### config.mk
export PLATFORM = sky130hd
export DESIGN_NAME = fidvid_cmd_issuer
export DESIGN_NICKNAME = d
export VERILOG_FILES = /design/src/rtl/fidvid_pkg.sv /design/src/rtl/fidvid_ctrl.sv /design/src/rtl/fidvid_dpath.sv /design/src/rtl/fidvid_cmd_issuer.sv
export SDC_FILE = /design/constraint.sdc
export NUM_CORES = 1
export LEC_CHECK = 0
export ABC_AREA = 1
export BUFFER_PORTS_ARGS = -buffer_cell sky130_fd_sc_hd__clkbuf_2
export CORE_UTILIZATION = 50
export CTS_BUF_LIST = sky130_fd_sc_hd__clkbuf_8
export DETAILED_ROUTE_END_ITERATION = 10
export GPL_TIMING_DRIVEN = 1
export PLACE_DENSITY = 0.83
export SLEW_MARGIN = 20
export SYNTH_ARGS = -nofsm -noshare
export SYNTH_HDL_FRONTEND = slang
export SYNTH_SLANG_ARGS = --single-unit
### constraint.sdc
create_clock -name clk -period 9.55 [get_ports clk]
set_input_delay 1.4325 -clock clk [delete_from_list [all_inputs] [get_ports clk]]
set_output_delay 1.4325 -clock clk [all_outputs]
set_load 0.02 [all_outputs]
### src/rtl/fidvid_pkg.sv
package fidvid_pkg;

  // Result reported with done
  typedef enum logic [2:0] {
    ERR_NONE   = 3'd0,
    ERR_RANGE  = 3'd1,
    ERR_STUCK  = 3'd2,
    ERR_TARGET = 3'd3,
    ERR_OTHER  = 3'd4
  } errCode_e;

  typedef enum logic [2:0] {
    ST_IDLE,
    ST_WRITE,
    ST_POLL,
    ST_SETTLE,
    ST_FIN
  } state_e;

  // Strobes from control to datapath
  typedef struct packed {
    logic load;       // latch command, configuration and status snapshot
    logic markRange;  // target rejected (comes with load)
    logic capture;    // status quiet: judge the reported fields
    logic markStuck;  // rewrites exhausted
  } strobe_t;

endpackage

### src/rtl/fidvid_ctrl.sv
module fidvid_ctrl
  import fidvid_pkg::*;
#(
  parameter int unsigned POLL_LIMIT  = 10000,
  parameter int unsigned RETRY_LIMIT = 100,
  parameter int unsigned DLY_W       = 19
)(
  input  logic             clk,
  input  logic             rstN,
  input  logic             startPulse,
  input  logic             rangeBad,
  input  logic             statPending,
  input  logic [DLY_W-1:0] settleCycles,
  output strobe_t          stb,
  output logic             ctlWrite,
  output logic             busy,
  output logic             done
);

  localparam int unsigned PC_W = $clog2(POLL_LIMIT + 1) + 1;
  localparam int unsigned WC_W = $clog2(RETRY_LIMIT + 2) + 1;

  state_e           state, stateNx;
  logic [PC_W-1:0]  pollCnt;
  logic [WC_W-1:0]  writeCnt;
  logic [DLY_W-1:0] settleCnt;
  logic             pollExhausted;
  logic             lastWrite;

  assign pollExhausted = statPending && (pollCnt == PC_W'(POLL_LIMIT));
  assign lastWrite     = (writeCnt == WC_W'(RETRY_LIMIT + 1));

  always_comb begin
    stb     = '0;
    stateNx = state;
    case (state)
      ST_IDLE: begin
        if (startPulse) begin
          stb.load = 1'b1;
          if (rangeBad) begin
            stb.markRange = 1'b1;
            stateNx       = ST_FIN;
          end else begin
            stateNx = ST_WRITE;
          end
        end
      end
      ST_WRITE: stateNx = ST_POLL;
      ST_POLL: begin
        if (!statPending) begin
          stb.capture = 1'b1;
          stateNx     = (settleCycles == '0) ? ST_FIN : ST_SETTLE;
        end else if (pollExhausted) begin
          if (lastWrite) begin
            stb.markStuck = 1'b1;
            stateNx       = ST_FIN;
          end else begin
            stateNx = ST_WRITE;
          end
        end
      end
      ST_SETTLE: if (settleCnt == DLY_W'(1)) stateNx = ST_FIN;
      ST_FIN:    stateNx = ST_IDLE;
      default:   stateNx = ST_IDLE;
    endcase
  end

  always_ff @(posedge clk or negedge rstN) begin
    if (!rstN) begin
      state     <= ST_IDLE;
      pollCnt   <= '0;
      writeCnt  <= '0;
      settleCnt <= '0;
    end else begin
      state <= stateNx;
      if (stb.load) writeCnt <= '0;
      if (state == ST_WRITE) begin
        writeCnt <= writeCnt + WC_W'(1);
        pollCnt  <= '0;
      end
      if (state == ST_POLL && statPending && !pollExhausted)
        pollCnt <= pollCnt + PC_W'(1);
      if (stb.capture)
        settleCnt <= settleCycles;
      else if (state == ST_SETTLE)
        settleCnt <= settleCnt - DLY_W'(1);
    end
  end

  assign ctlWrite = (state == ST_WRITE);
  assign busy     = (state != ST_IDLE);
  assign done     = (state == ST_FIN);

  AST_WRITE_ONE_CYCLE: assert property (@(posedge clk) disable iff (!rstN) ctlWrite |=> !ctlWrite);
  AST_POLL_BOUND: assert property (@(posedge clk) disable iff (!rstN) pollCnt <= PC_W'(POLL_LIMIT));
  AST_WRITE_BOUND: assert property (@(posedge clk) disable iff (!rstN) writeCnt <= WC_W'(RETRY_LIMIT + 1));
  AST_DONE_PULSE: assert property (@(posedge clk) disable iff (!rstN) done |=> !done);

endmodule

### src/rtl/fidvid_dpath.sv
module fidvid_dpath
  import fidvid_pkg::*;
#(
  parameter int unsigned FID_W      = 6,
  parameter int unsigned VID_W      = 5,
  parameter int unsigned TGT_W      = 8,
  parameter int unsigned VID_SH     = 8,
  parameter int unsigned INIT_BIT   = 16,
  parameter int unsigned CW         = 32,
  parameter int unsigned PLL_W      = 8,
  parameter int unsigned PLL_CONV   = 5,
  parameter int unsigned STOP_GRANT = 1,
  parameter int unsigned VST_W      = 8,
  parameter int unsigned CYC_PER_US = 100,
  parameter int unsigned DLY_W      = 19
)(
  input  logic             clk,
  input  logic             rstN,
  input  strobe_t          stb,
  input  logic             wrActive,
  input  logic             selVolt,
  input  logic [TGT_W-1:0] target,
  input  logic [PLL_W-1:0] pllLock,
  input  logic [1:0]       irtCfg,
  input  logic [VST_W-1:0] vstCfg,
  input  logic [FID_W-1:0] statFid,
  input  logic [VID_W-1:0] statVid,
  output logic             rangeBad,
  output logic [DLY_W-1:0] settleCycles,
  output logic [CW-1:0]    ctlLow,
  output logic [CW-1:0]    ctlHigh,
  output errCode_e         errCode
);

  localparam logic [TGT_W-1:0] FID_MASK  = TGT_W'((1 << FID_W) - 1);
  localparam logic [TGT_W-1:0] VID_MASK  = TGT_W'((1 << VID_W) - 1);
  localparam int unsigned      FREQ_BASE = 10 * CYC_PER_US;
  localparam int unsigned      VST_UNIT  = 20 * CYC_PER_US;

  logic             selLat;
  logic [TGT_W-1:0] tgtLat;
  logic [FID_W-1:0] snapFid;
  logic [VID_W-1:0] snapVid;
  logic [PLL_W-1:0] pllLat;
  logic [1:0]       irtLat;
  logic [VST_W-1:0] vstLat;
  logic [FID_W-1:0] fidField;
  logic [VID_W-1:0] vidField;
  logic [CW-1:0]    pllWord;
  logic             writtenOk;
  logic             otherOk;
  errCode_e         verdict;

  // Reject targets with bits outside the selected field
  assign rangeBad = selVolt ? |(target & ~VID_MASK) : |(target & ~FID_MASK);

  always_ff @(posedge clk or negedge rstN) begin
    if (!rstN) begin
      selLat  <= 1'b0;
      tgtLat  <= '0;
      snapFid <= '0;
      snapVid <= '0;
      pllLat  <= '0;
      irtLat  <= '0;
      vstLat  <= '0;
      errCode <= ERR_NONE;
    end else begin
      if (stb.load) begin
        selLat  <= selVolt;
        tgtLat  <= target;
        snapFid <= statFid;
        snapVid <= statVid;
        pllLat  <= pllLock;
        irtLat  <= irtCfg;
        vstLat  <= vstCfg;
        errCode <= stb.markRange ? ERR_RANGE : ERR_NONE;
      end else if (stb.markStuck) begin
        errCode <= ERR_STUCK;
      end else if (stb.capture) begin
        errCode <= verdict;
      end
    end
  end

  // Control word: new code in its field, the other field held from the snapshot
  assign fidField = selLat ? snapFid : tgtLat[FID_W-1:0];
  assign vidField = selLat ? tgtLat[VID_W-1:0] : snapVid;
  assign ctlLow   = CW'(fidField) | (CW'(vidField) << VID_SH) | (CW'(1) << INIT_BIT);

  if (PLL_CONV == 1) begin : g_pllDirect
    assign pllWord = CW'(pllLat);
  end else begin : g_pllScaled
    assign pllWord = CW'(pllLat) * CW'(PLL_CONV);
  end
  assign ctlHigh = selLat ? CW'(STOP_GRANT) : pllWord;

  // Settling time in cycles, by type of change
  assign settleCycles = selLat ? (DLY_W'(vstLat) * DLY_W'(VST_UNIT))
                               : (DLY_W'(FREQ_BASE) << irtLat);

  // Judge the status captured once pending has dropped
  assign writtenOk = selLat ? (statVid == tgtLat[VID_W-1:0]) : (statFid == tgtLat[FID_W-1:0]);
  assign otherOk   = selLat ? (statFid == snapFid) : (statVid == snapVid);

  always_comb begin
    if (!otherOk)        verdict = ERR_OTHER;
    else if (!writtenOk) verdict = ERR_TARGET;
    else                 verdict = ERR_NONE;
  end

  AST_INIT_SET: assert property (@(posedge clk) disable iff (!rstN) wrActive |-> ctlLow[INIT_BIT]);
  AST_KEEP_VID: assert property (@(posedge clk) disable iff (!rstN) (wrActive && !selLat) |-> (ctlLow[VID_SH +: VID_W] == snapVid));
  AST_KEEP_FID: assert property (@(posedge clk) disable iff (!rstN) (wrActive && selLat) |-> (ctlLow[FID_W-1:0] == snapFid));
  AST_RANGE_NO_WRITE: assert property (@(posedge clk) disable iff (!rstN) (errCode == ERR_RANGE) |-> !wrActive);

endmodule

### src/rtl/fidvid_cmd_issuer.sv
module fidvid_cmd_issuer
  import fidvid_pkg::*;
#(
  parameter int unsigned FID_W       = 6,
  parameter int unsigned VID_W       = 5,
  parameter int unsigned TGT_W       = 8,
  parameter int unsigned VID_SH      = 8,
  parameter int unsigned INIT_BIT    = 16,
  parameter int unsigned CW          = 32,
  parameter int unsigned PLL_W       = 8,
  parameter int unsigned PLL_CONV    = 5,
  parameter int unsigned STOP_GRANT  = 1,
  parameter int unsigned VST_W       = 8,
  parameter int unsigned CYC_PER_US  = 100,
  parameter int unsigned POLL_LIMIT  = 10000,
  parameter int unsigned RETRY_LIMIT = 100
)(
  input  logic             clk,
  input  logic             rstN,
  input  logic             startPulse,
  input  logic             selVolt,
  input  logic [TGT_W-1:0] target,
  input  logic [PLL_W-1:0] pllLock,
  input  logic [1:0]       irtCfg,
  input  logic [VST_W-1:0] vstCfg,
  input  logic             statPending,
  input  logic [FID_W-1:0] statFid,
  input  logic [VID_W-1:0] statVid,
  output logic             ctlWrite,
  output logic [CW-1:0]    ctlLow,
  output logic [CW-1:0]    ctlHigh,
  output logic             busy,
  output logic             done,
  output logic             err,
  output logic [2:0]       errCode
);

  localparam int unsigned FREQ_MAX = 80;
  localparam int unsigned VOLT_MAX = 20 * ((1 << VST_W) - 1);
  localparam int unsigned MAX_DLY  = ((FREQ_MAX > VOLT_MAX) ? FREQ_MAX : VOLT_MAX) * CYC_PER_US;
  localparam int unsigned DLY_W    = $clog2(MAX_DLY + 1);

  strobe_t          stb;
  logic             rangeBad;
  logic [DLY_W-1:0] settleCycles;
  errCode_e         errCodeE;

  fidvid_ctrl #(
    .POLL_LIMIT (POLL_LIMIT),
    .RETRY_LIMIT(RETRY_LIMIT),
    .DLY_W      (DLY_W)
  ) ctrl_i (
    .clk         (clk),
    .rstN        (rstN),
    .startPulse  (startPulse),
    .rangeBad    (rangeBad),
    .statPending (statPending),
    .settleCycles(settleCycles),
    .stb         (stb),
    .ctlWrite    (ctlWrite),
    .busy        (busy),
    .done        (done)
  );

  fidvid_dpath #(
    .FID_W     (FID_W),
    .VID_W     (VID_W),
    .TGT_W     (TGT_W),
    .VID_SH    (VID_SH),
    .INIT_BIT  (INIT_BIT),
    .CW        (CW),
    .PLL_W     (PLL_W),
    .PLL_CONV  (PLL_CONV),
    .STOP_GRANT(STOP_GRANT),
    .VST_W     (VST_W),
    .CYC_PER_US(CYC_PER_US),
    .DLY_W     (DLY_W)
  ) dpath_i (
    .clk         (clk),
    .rstN        (rstN),
    .stb         (stb),
    .wrActive    (ctlWrite),
    .selVolt     (selVolt),
    .target      (target),
    .pllLock     (pllLock),
    .irtCfg      (irtCfg),
    .vstCfg      (vstCfg),
    .statFid     (statFid),
    .statVid     (statVid),
    .rangeBad    (rangeBad),
    .settleCycles(settleCycles),
    .ctlLow      (ctlLow),
    .ctlHigh     (ctlHigh),
    .errCode     (errCodeE)
  );

  assign errCode = errCodeE;
  assign err     = (errCodeE != ERR_NONE);

endmodule

==> results of run 1 <==
-- sequential cells by signal, summed over array words and instances (netlist names) --
register,count
dpath_i.vstLat,8
dpath_i.snapVid,5
dpath_i.errCode,3
dpath_i.tgtLat,6
ctrl_i.settleCnt,19
ctrl_i.state,3
dpath_i.irtLat,2
dpath_i.selLat,1
ctrl_i.pollCnt,15
dpath_i.pllLat,8
dpath_i.snapFid,6
ctrl_i.writeCnt,8
-- metrics by stage --
step / cells / total power [mW]
finish: 1164 / 0.735
global route: 1164 / 0.758
CTS: 1164 / 0.737
detailed placement: 1148 / 0.428
global placement: 1148 / 0.427
floorplan: 960 / 0.417
-- worst reg2reg max path: stages, from the launching register on --
cell	delay [ns]
dfrtp_1	0.52
inv_1	0.14
fa_1	0.55
fa_1	0.46
fa_1	0.54
inv_1	0.05
fa_1	0.46
ha_1	0.39
nand2_1	0.12
inv_1	0.09
nand2_1	0.06
nand2_1	0.06
nand2_1	0.06
nand3_1	0.07
nand2_1	0.05
nand3_1	0.09
nand2_1	0.06
nor2_1	0.13
nand2_1	0.12
nand2_1	0.11
nand2_1	0.06
nand2_1	0.05
nand2_1	0.04
nand2_1	0.06
nand2_1	0.04
-- final cells by class --
cell class	count	area, um^2
well taps	176	220
inverters	150	563
repair buffers	72	368
multi-input cells	666	4010
clock inverters	7	115
fillers	1258	5850
clock buffers	9	124
flip-flops and latches	84	2100
-- layer usage --
metal	wire length [um]	share of wire [%]	global-route usage, %	up-vias
met5	0	0	0	-
met4	312	2.1	7.50	0
met3	821	5.4	3.33	33
met2	7110	47	36.7	204
met1	6820	45	30.9	2782
li1	-	-	-	3003
-- cells by family (layout without fill, tap and decap cells) --
family,after synthesis,count (layout),share of synthesized area (%)
AOI/OAI and AO/OA,131,131,10.9
and+or+nand+nor,394,394,25.5
buffers and inverters,210,238,13.8
DFF,84,84,30.4
xor gates and xnor gates,20,20,2.53
other,2,42,0.109
muxes,2,2,0.290
adders and majority gates,77,77,16.4
-- power breakdown --
part	internal [mW]	switching, mW	leakage [nW]
sequential	0.361	0.00555	0.927
clock	0.174	0.140	0.126
combinational	0.0153	0.0388	2.94
-- placed cells by master, fill, tap and decap left out, types with 3 or more instances in the layout --
master / n
clkbuf_2: 69
clkbuf_8: 9
xnor2_1: 8
inv_1: 133
nor4_1: 4
nor3_1: 10
o21ai_1: 11
nand4_1: 16
nand2_2: 3
nand3b_1: 4
nand3_1: 49
o22ai_1: 11
o211ai_1: 8
buf_4: 3
dfrtp_1: 84
nor2_1: 79
nor2_2: 3
inv_2: 18
xor2_1: 12
a21oi_1: 30
nor3_2: 4
o32ai_1: 3
ha_1: 54
o221ai_1: 4
bufinv_16: 3
nand2_1: 207
fa_1: 23
o21ai_0: 52
conb_1: 42
nor2_4: 6
-- how the worst max path moves through the flow --
| stage | from | to | slack, ns | depth (start not counted) |
|---|---|---|---|---|
| detailed placement | dpath_i.vstLat[2] | ctrl_i.state[0] | 5.12 | 24 |
| global placement | dpath_i.vstLat[2] | ctrl_i.state[0] | 5.26 | 24 |
| floorplan | dpath_i.vstLat[3] | ctrl_i.state[0] | 5.56 | 22 |
| finish | dpath_i.vstLat[2] | ctrl_i.state[0] | 5.05 | 24 |
| global route | dpath_i.vstLat[2] | ctrl_i.state[0] | 4.66 | 24 |
| CTS | dpath_i.vstLat[2] | ctrl_i.state[0] | 5.09 | 24 |
==> metrics, run 1 <==
# H-tree levels=3; Fmax achieved=222 MHz; Vias=6022; final core occ=56.2%; R2R setup slack=5.05 ns; Post-synth EDFFs=0; CP endpoint kind=flip-flop; most prevalent standard cell on the critical path=nand2_1; share of layout cells above drive strength 1=12.9%; first-pass GRT wire length=26200 um; Setup WS pre-CTS=5.12 ns; critical path data required time=9.79 ns; Setup Buffers After CTS=0; Peak VDD IR=0.0954 mV; DP Area=7260 um^2; Power Density=98.0 nW/um^2; final worst-path cycle share=47.1%; outcome=finished, final reports clean; WS Path Type=reg -> reg; Min Clock Period, post-route=4.50 ns; DRC=0; final WL=15100 um; GRT Overall Usage=22.6%; Hold WS=0.465 ns; ant diodes=0; synth top area cells=dfrtp_1 (30%), nand2_1 (11%), ha_1 (9.8%); area share of the largest cell type after synthesis=30.4%; Initial Util=51.8%; CP max stage cell=fa_1; Pleak=3.99 nW; synth unique cells=49; Worst-path clk slew=0.09 ns; top_reg_cell synth=dfrtp_1; Root Buffer=clkbuf_8; CP Max Fanout=6; IO Port Bufs=70; warnings from Yosys=0; Mapped Area=6910 um^2; CP bufs+invs=3; hold depth=1; fin. max-slew vios=0; setup clock skew after layout=0.00934 ns; final setup margin=5.05 ns; area leader, netlist=dfrtp_1; WL/cell=12.9 um; ANT nets after route=0; Area Growth Syn to Fin=8.43%; Max-Cap Viols=0; register bit total from synthesis=84; largest net degree at the start of global routing=56; Die ar.=14300 um^2; Post-synth top cells=nand2_1 (207), inv_1 (132), dfrtp_1 (84); Final HPWL DP=11400 um; CTS resizes=0; TritonCTS Buffers=9; Max clock buf depth=2; vias per cell=5.17; Finished Cell Area=7500 um^2; post-synthesis cell count=920; first-pass iteration count of the detailed router=6; DIE WIDTH=120 um; chip height=120 um; final setup fails=0; post-cts hold buffer count=0; TritonCTS clock tree=yes; sequential area share after synthesis=30.4%; R2R depth=24; Worst-Margin Slew=0.947 ns; clk_lat worst skew=0.37 ns; Crit path max-delay family=adder cells; Hold Startpoint=ctrl_i.pollCnt[14]; setup_tns=0 ns; antenna violations before repair=0; Syn Area/Cell=7.52 um^2; R2R Path Start=dpath_i.vstLat[2]; Hold Fails Final Rpt=0; core area=13300 um^2; fin nets=1102; terminus of the critical flop-to-flop path=ctrl_i.state[0]; CP Launch Type=flip-flop; hold crit path type=reg -> reg; slowest cell delay on critical path=0.55 ns; total grt overflow=0; crit path cell chain=inv_1 -> fa_1 -> fa_1 -> fa_1 -> inv_1 -> fa_1 -> ha_1 -> nand2_1 -> inv_1 -> nand2_1 -> nand2_1 -> nand2_1 -> nand3_1 -> nand2_1 -> nand3_1 -> nand2_1 -> nor2_1 -> nand2_1 -> nand2_1 -> nand2_1 -> nand2_1 -> nand2_1 -> nand2_1 -> nand2_1; number of DRC markers in iteration 0=507; slew margin rel.=36.6%; critical path arrival=4.74 ns; count leader, synth=nand2_1; io pins=113; Final GP Congestion=0.891; Cell Rows=42; Async SR Flop Fraction=100%; CTS Sinks=84; Hold Crit Endpoint=ctrl_i.pollCnt[14]; RSZ-0062 raised after global routing=false; vias in the first global route=5588
No activity file was read; power rests on OpenSTA's default activity.
==> run 2, diff against run 1 <==
PLACE_DENSITY = 0.86   (was 0.83)
clock period = 3.7 ns   (was 9.55 ns; I/O delays follow)
==> run 2 against run 1 <==
The run now ends with setup timing left. Routed wire length rose by 7.4%. Worst hold slack got worse by 0.16 ns. Clock power up 120%. Non-clock buffer count rose by 44. Count of clock-buffer cells in the layout is the same. Maximum frequency increased by 6.6%. Sequential cell count unchanged. Design area is 8.5% higher. First-iteration DRC count fell by 11%. Register-to-register slack got worse by 5.6 ns. Core utilization increased by 4.8 points. Cell count grew 3.8%. Critical path type unchanged.
==> metrics, run 2 (synthesized netlist as in run 1, its figures left out) <==
RSZ-0062 raised after global routing=true (was false); CP bufs+invs=3 (unchanged); first-pass iteration count of the detailed router=5 (was 6); crit path cell chain=fa_1 -> inv_1 -> fa_1 -> fa_1 -> inv_1 -> fa_2 -> ha_4 -> nand2_2 -> nand2_2 -> nand2_2 -> nand2_2 -> nand2_2 -> nand3_2 -> nor2_1 -> nor2_2 -> nor2_2 -> nand2_2 -> nand2_2 -> buf_4 -> nand3_2 -> a21oi_2 (was inv_1 -> fa_1 -> fa_1 -> fa_1 -> inv_1 -> fa_1 -> ha_1 -> nand2_1 -> inv_1 -> nand2_1 -> nand2_1 -> nand2_1 -> nand3_1 -> nand2_1 -> nand3_1 -> nand2_1 -> nor2_1 -> nand2_1 -> nand2_1 -> nand2_1 -> nand2_1 -> nand2_1 -> nand2_1 -> nand2_1); CP Max Fanout=4 (was 6); total grt overflow=0 (unchanged); Initial Util=51.8% (unchanged); share of layout cells above drive strength 1=23.2% (was 12.9%); vias in the first global route=5897 (was 5588); Cell Rows=42 (unchanged); final WL=16200 um (was 15100 um); number of DRC markers in iteration 0=451 (was 507); WL/cell=13.4 um (was 12.9 um); Net Sw Power=0.476 mW (was 0.184 mW); Fmax achieved=237 MHz (was 222 MHz); leading cell type in the layout, fill and taps excluded=nand2_1 (unchanged); fin. max-slew vios=0 (unchanged); largest net degree at the start of global routing=73 (was 56); clk_lat worst skew=0.37 ns (about the same); setup clock skew after layout=0.0121 ns (was 0.00934 ns); ant diodes=0 (unchanged); most prevalent standard cell on the critical path=nand2_2 (was nand2_1); terminus of the critical flop-to-flop path=ctrl_i.state[2] (was ctrl_i.state[0]); Hold Fails Final Rpt=0 (unchanged); Placed Cells=1187 (was 1148); outcome=finished, violations left (was finished, final reports clean); WS Path Type=reg -> reg (unchanged); core area=13300 um^2 (unchanged); TritonCTS clock tree=yes (unchanged); CP max stage cell=fa_2 (was fa_1); Finished Cell Area=8130 um^2 (was 7500 um^2); R2R Path Start=dpath_i.vstLat[2] (unchanged); Area Growth Syn to Fin=17.6% (was 8.43%); CTS Sinks=84 (unchanged); vias per cell=5.28 (was 5.17); Crit path max-delay family=adder cells (unchanged); most frequent cells in the layout=nand2_1 (182), inv_1 (127), dfrtp_1 (80) (was nand2_1 (207), inv_1 (133), dfrtp_1 (84)); final setup fails=7 (was 0); TritonCTS Buffers=9 (unchanged); R2R depth=21 (was 24); critical path arrival=4.53 ns (was 4.74 ns); failing checks=setup timing; sw frac=27.0% (was 25.1%); critical path data required time=4.01 ns (was 9.79 ns); Max clock buf depth=2 (unchanged); Pint=1.29 mW (was 0.550 mW); power share of the sequential group=53.6% (was 49.9%); Die ar.=14300 um^2 (unchanged); final setup margin=-0.521 ns (was 5.05 ns); Worst-path clk slew=0.09 ns (about the same); Final GP Congestion=0.911 (was 0.891); Largest Register=ctrl_i.settleCnt (unchanged); final worst-path cycle share=114% (was 47.1%); IO Port Bufs=70 (unchanged); DIE WIDTH=120 um (unchanged); max reg flops=19 (unchanged); hold crit path type=in -> async (was reg -> reg); Max-Cap Viols=0 (unchanged); antenna violations before repair=0 (unchanged); CP endpoint kind=flip-flop (unchanged); Power Density=217 nW/um^2 (was 98.0 nW/um^2); ANT nets after route=0 (unchanged); chip height=120 um (unchanged); Comb pwr share=8.0% (was 7.4%); Final HPWL DP=11800 um (was 11400 um); R2R setup slack=-0.52 ns (was 5.05 ns); Pleak=4.27 nW (was 3.99 nW); fin nets=1146 (was 1102); Finished Layout Cells=1208 (was 1164); DP Area=7610 um^2 (was 7260 um^2); post-cts hold buffer count=0 (unchanged); DRC=0 (unchanged); io pins=113 (unchanged); Setup WS pre-CTS=-0.444 ns (was 5.12 ns); setup_tns=-2.05 ns (was 0 ns); Min Clock Period, post-route=4.22 ns (was 4.50 ns); Peak VDD IR=0.203 mV (was 0.0954 mV); # H-tree levels=3 (unchanged); CP Launch Type=flip-flop (unchanged); slowest cell delay on critical path=0.55 ns (about the same); Top Registers=ctrl_i.settleCnt: 19 flops, ctrl_i.pollCnt: 15 flops (unchanged); clock power share=38.3% (was 42.7%); first-pass GRT wire length=26300 um (was 26200 um); Vias=6373 (was 6022); Root Buffer=clkbuf_8 (unchanged); slew margin rel.=38.5% (was 36.6%); Worst-Margin Slew=0.922 ns (was 0.947 ns); GRT Overall Usage=22.7% (was 22.6%)
## run 2: cell count changes in the layout (fill, tap and decap cells not counted), moves of 8 or more
cell | before | now
ha_1 | 54 | 46
nand2_1 | 207 | 182
nand3_2 | 1 | 11
nand3_1 | 49 | 37
nand2_2 | 3 | 21
ha_4 | 0 | 8
nor2_1 | 79 | 70
buf_4 | 3 | 44
## run 2: worst register-to-register path, delay by kind of cell, from the launching register on
kind                       cells  cell delay, ns
and+or+nand+nor               12            1.10
adders and majority gates      5            2.28
buffers and inverters          3            0.21
AOI/OAI and AO/OA              1            0.14
DFF                            1            0.45
## run 2: cell type report
type / count / area [um^2]
Fill cell: 1090 / 5220
Timing Repair Buffer: 116 / 709
Multi-Input combinational cell: 666 / 4330
Inverter: 150 / 563
Clock buffer: 9 / 124
Sequential cell: 84 / 2110
Clock inverter: 7 / 75.1
Tap cell: 176 / 220
## run 2: worst max path at each step
stage	start	end	depth (start not counted)
after floorplan	dpath_i.vstLat[2]	ctrl_i.state[0]	24
after global routing	dpath_i.vstLat[2]	ctrl_i.state[0]	23
after CTS	dpath_i.vstLat[2]	ctrl_i.state[0]	23
after detailed placement	dpath_i.vstLat[2]	ctrl_i.state[0]	24
after global placement	dpath_i.vstLat[2]	ctrl_i.state[0]	22
final	dpath_i.vstLat[2]	ctrl_i.state[2]	21
## run 2: power by group through the flow
| stage | clock network [mW] | registers (mW) | logic (mW) |
|---|---|---|---|
| 2_1_floorplan | 0 | 0.963 | 0.114 |
| 3_5_place_dp | 0 | 0.964 | 0.141 |
| 5_1_grt | 0.719 | 0.949 | 0.156 |
| 6_report | 0.676 | 0.946 | 0.142 |
| 3_3_place_gp | 0 | 0.963 | 0.139 |
| 4_1_cts | 0.682 | 0.945 | 0.141 |
## run 2: what timing repair did
action / 4_1_cts / 5_1_grt
setup endpoints to repair: 7 / 11
setup buffers: 1 / 5
pin swaps: 5 / 23
resized for setup: 9 / 62
## run 2: per-stage QoR
step                hold WS [ns]  total power [mW]  utilization [%]
floorplan                  0.259              1.08                -
global placement           0.446              1.10             57.0
detailed placement         0.485              1.10             57.0
CTS                        0.352              1.77             58.8
global route               0.380              1.82             60.9
finish                     0.301              1.76             60.9
## run 2: routing by layer
layer  up-vias  wire length (um)  GRT usage [%]
met5         -                 0              0
li1       3100                 -              -
met2       198              7710           37.5
met1      3024              7220           29.7
met4         0               474           8.75
met3        51               785           4.04
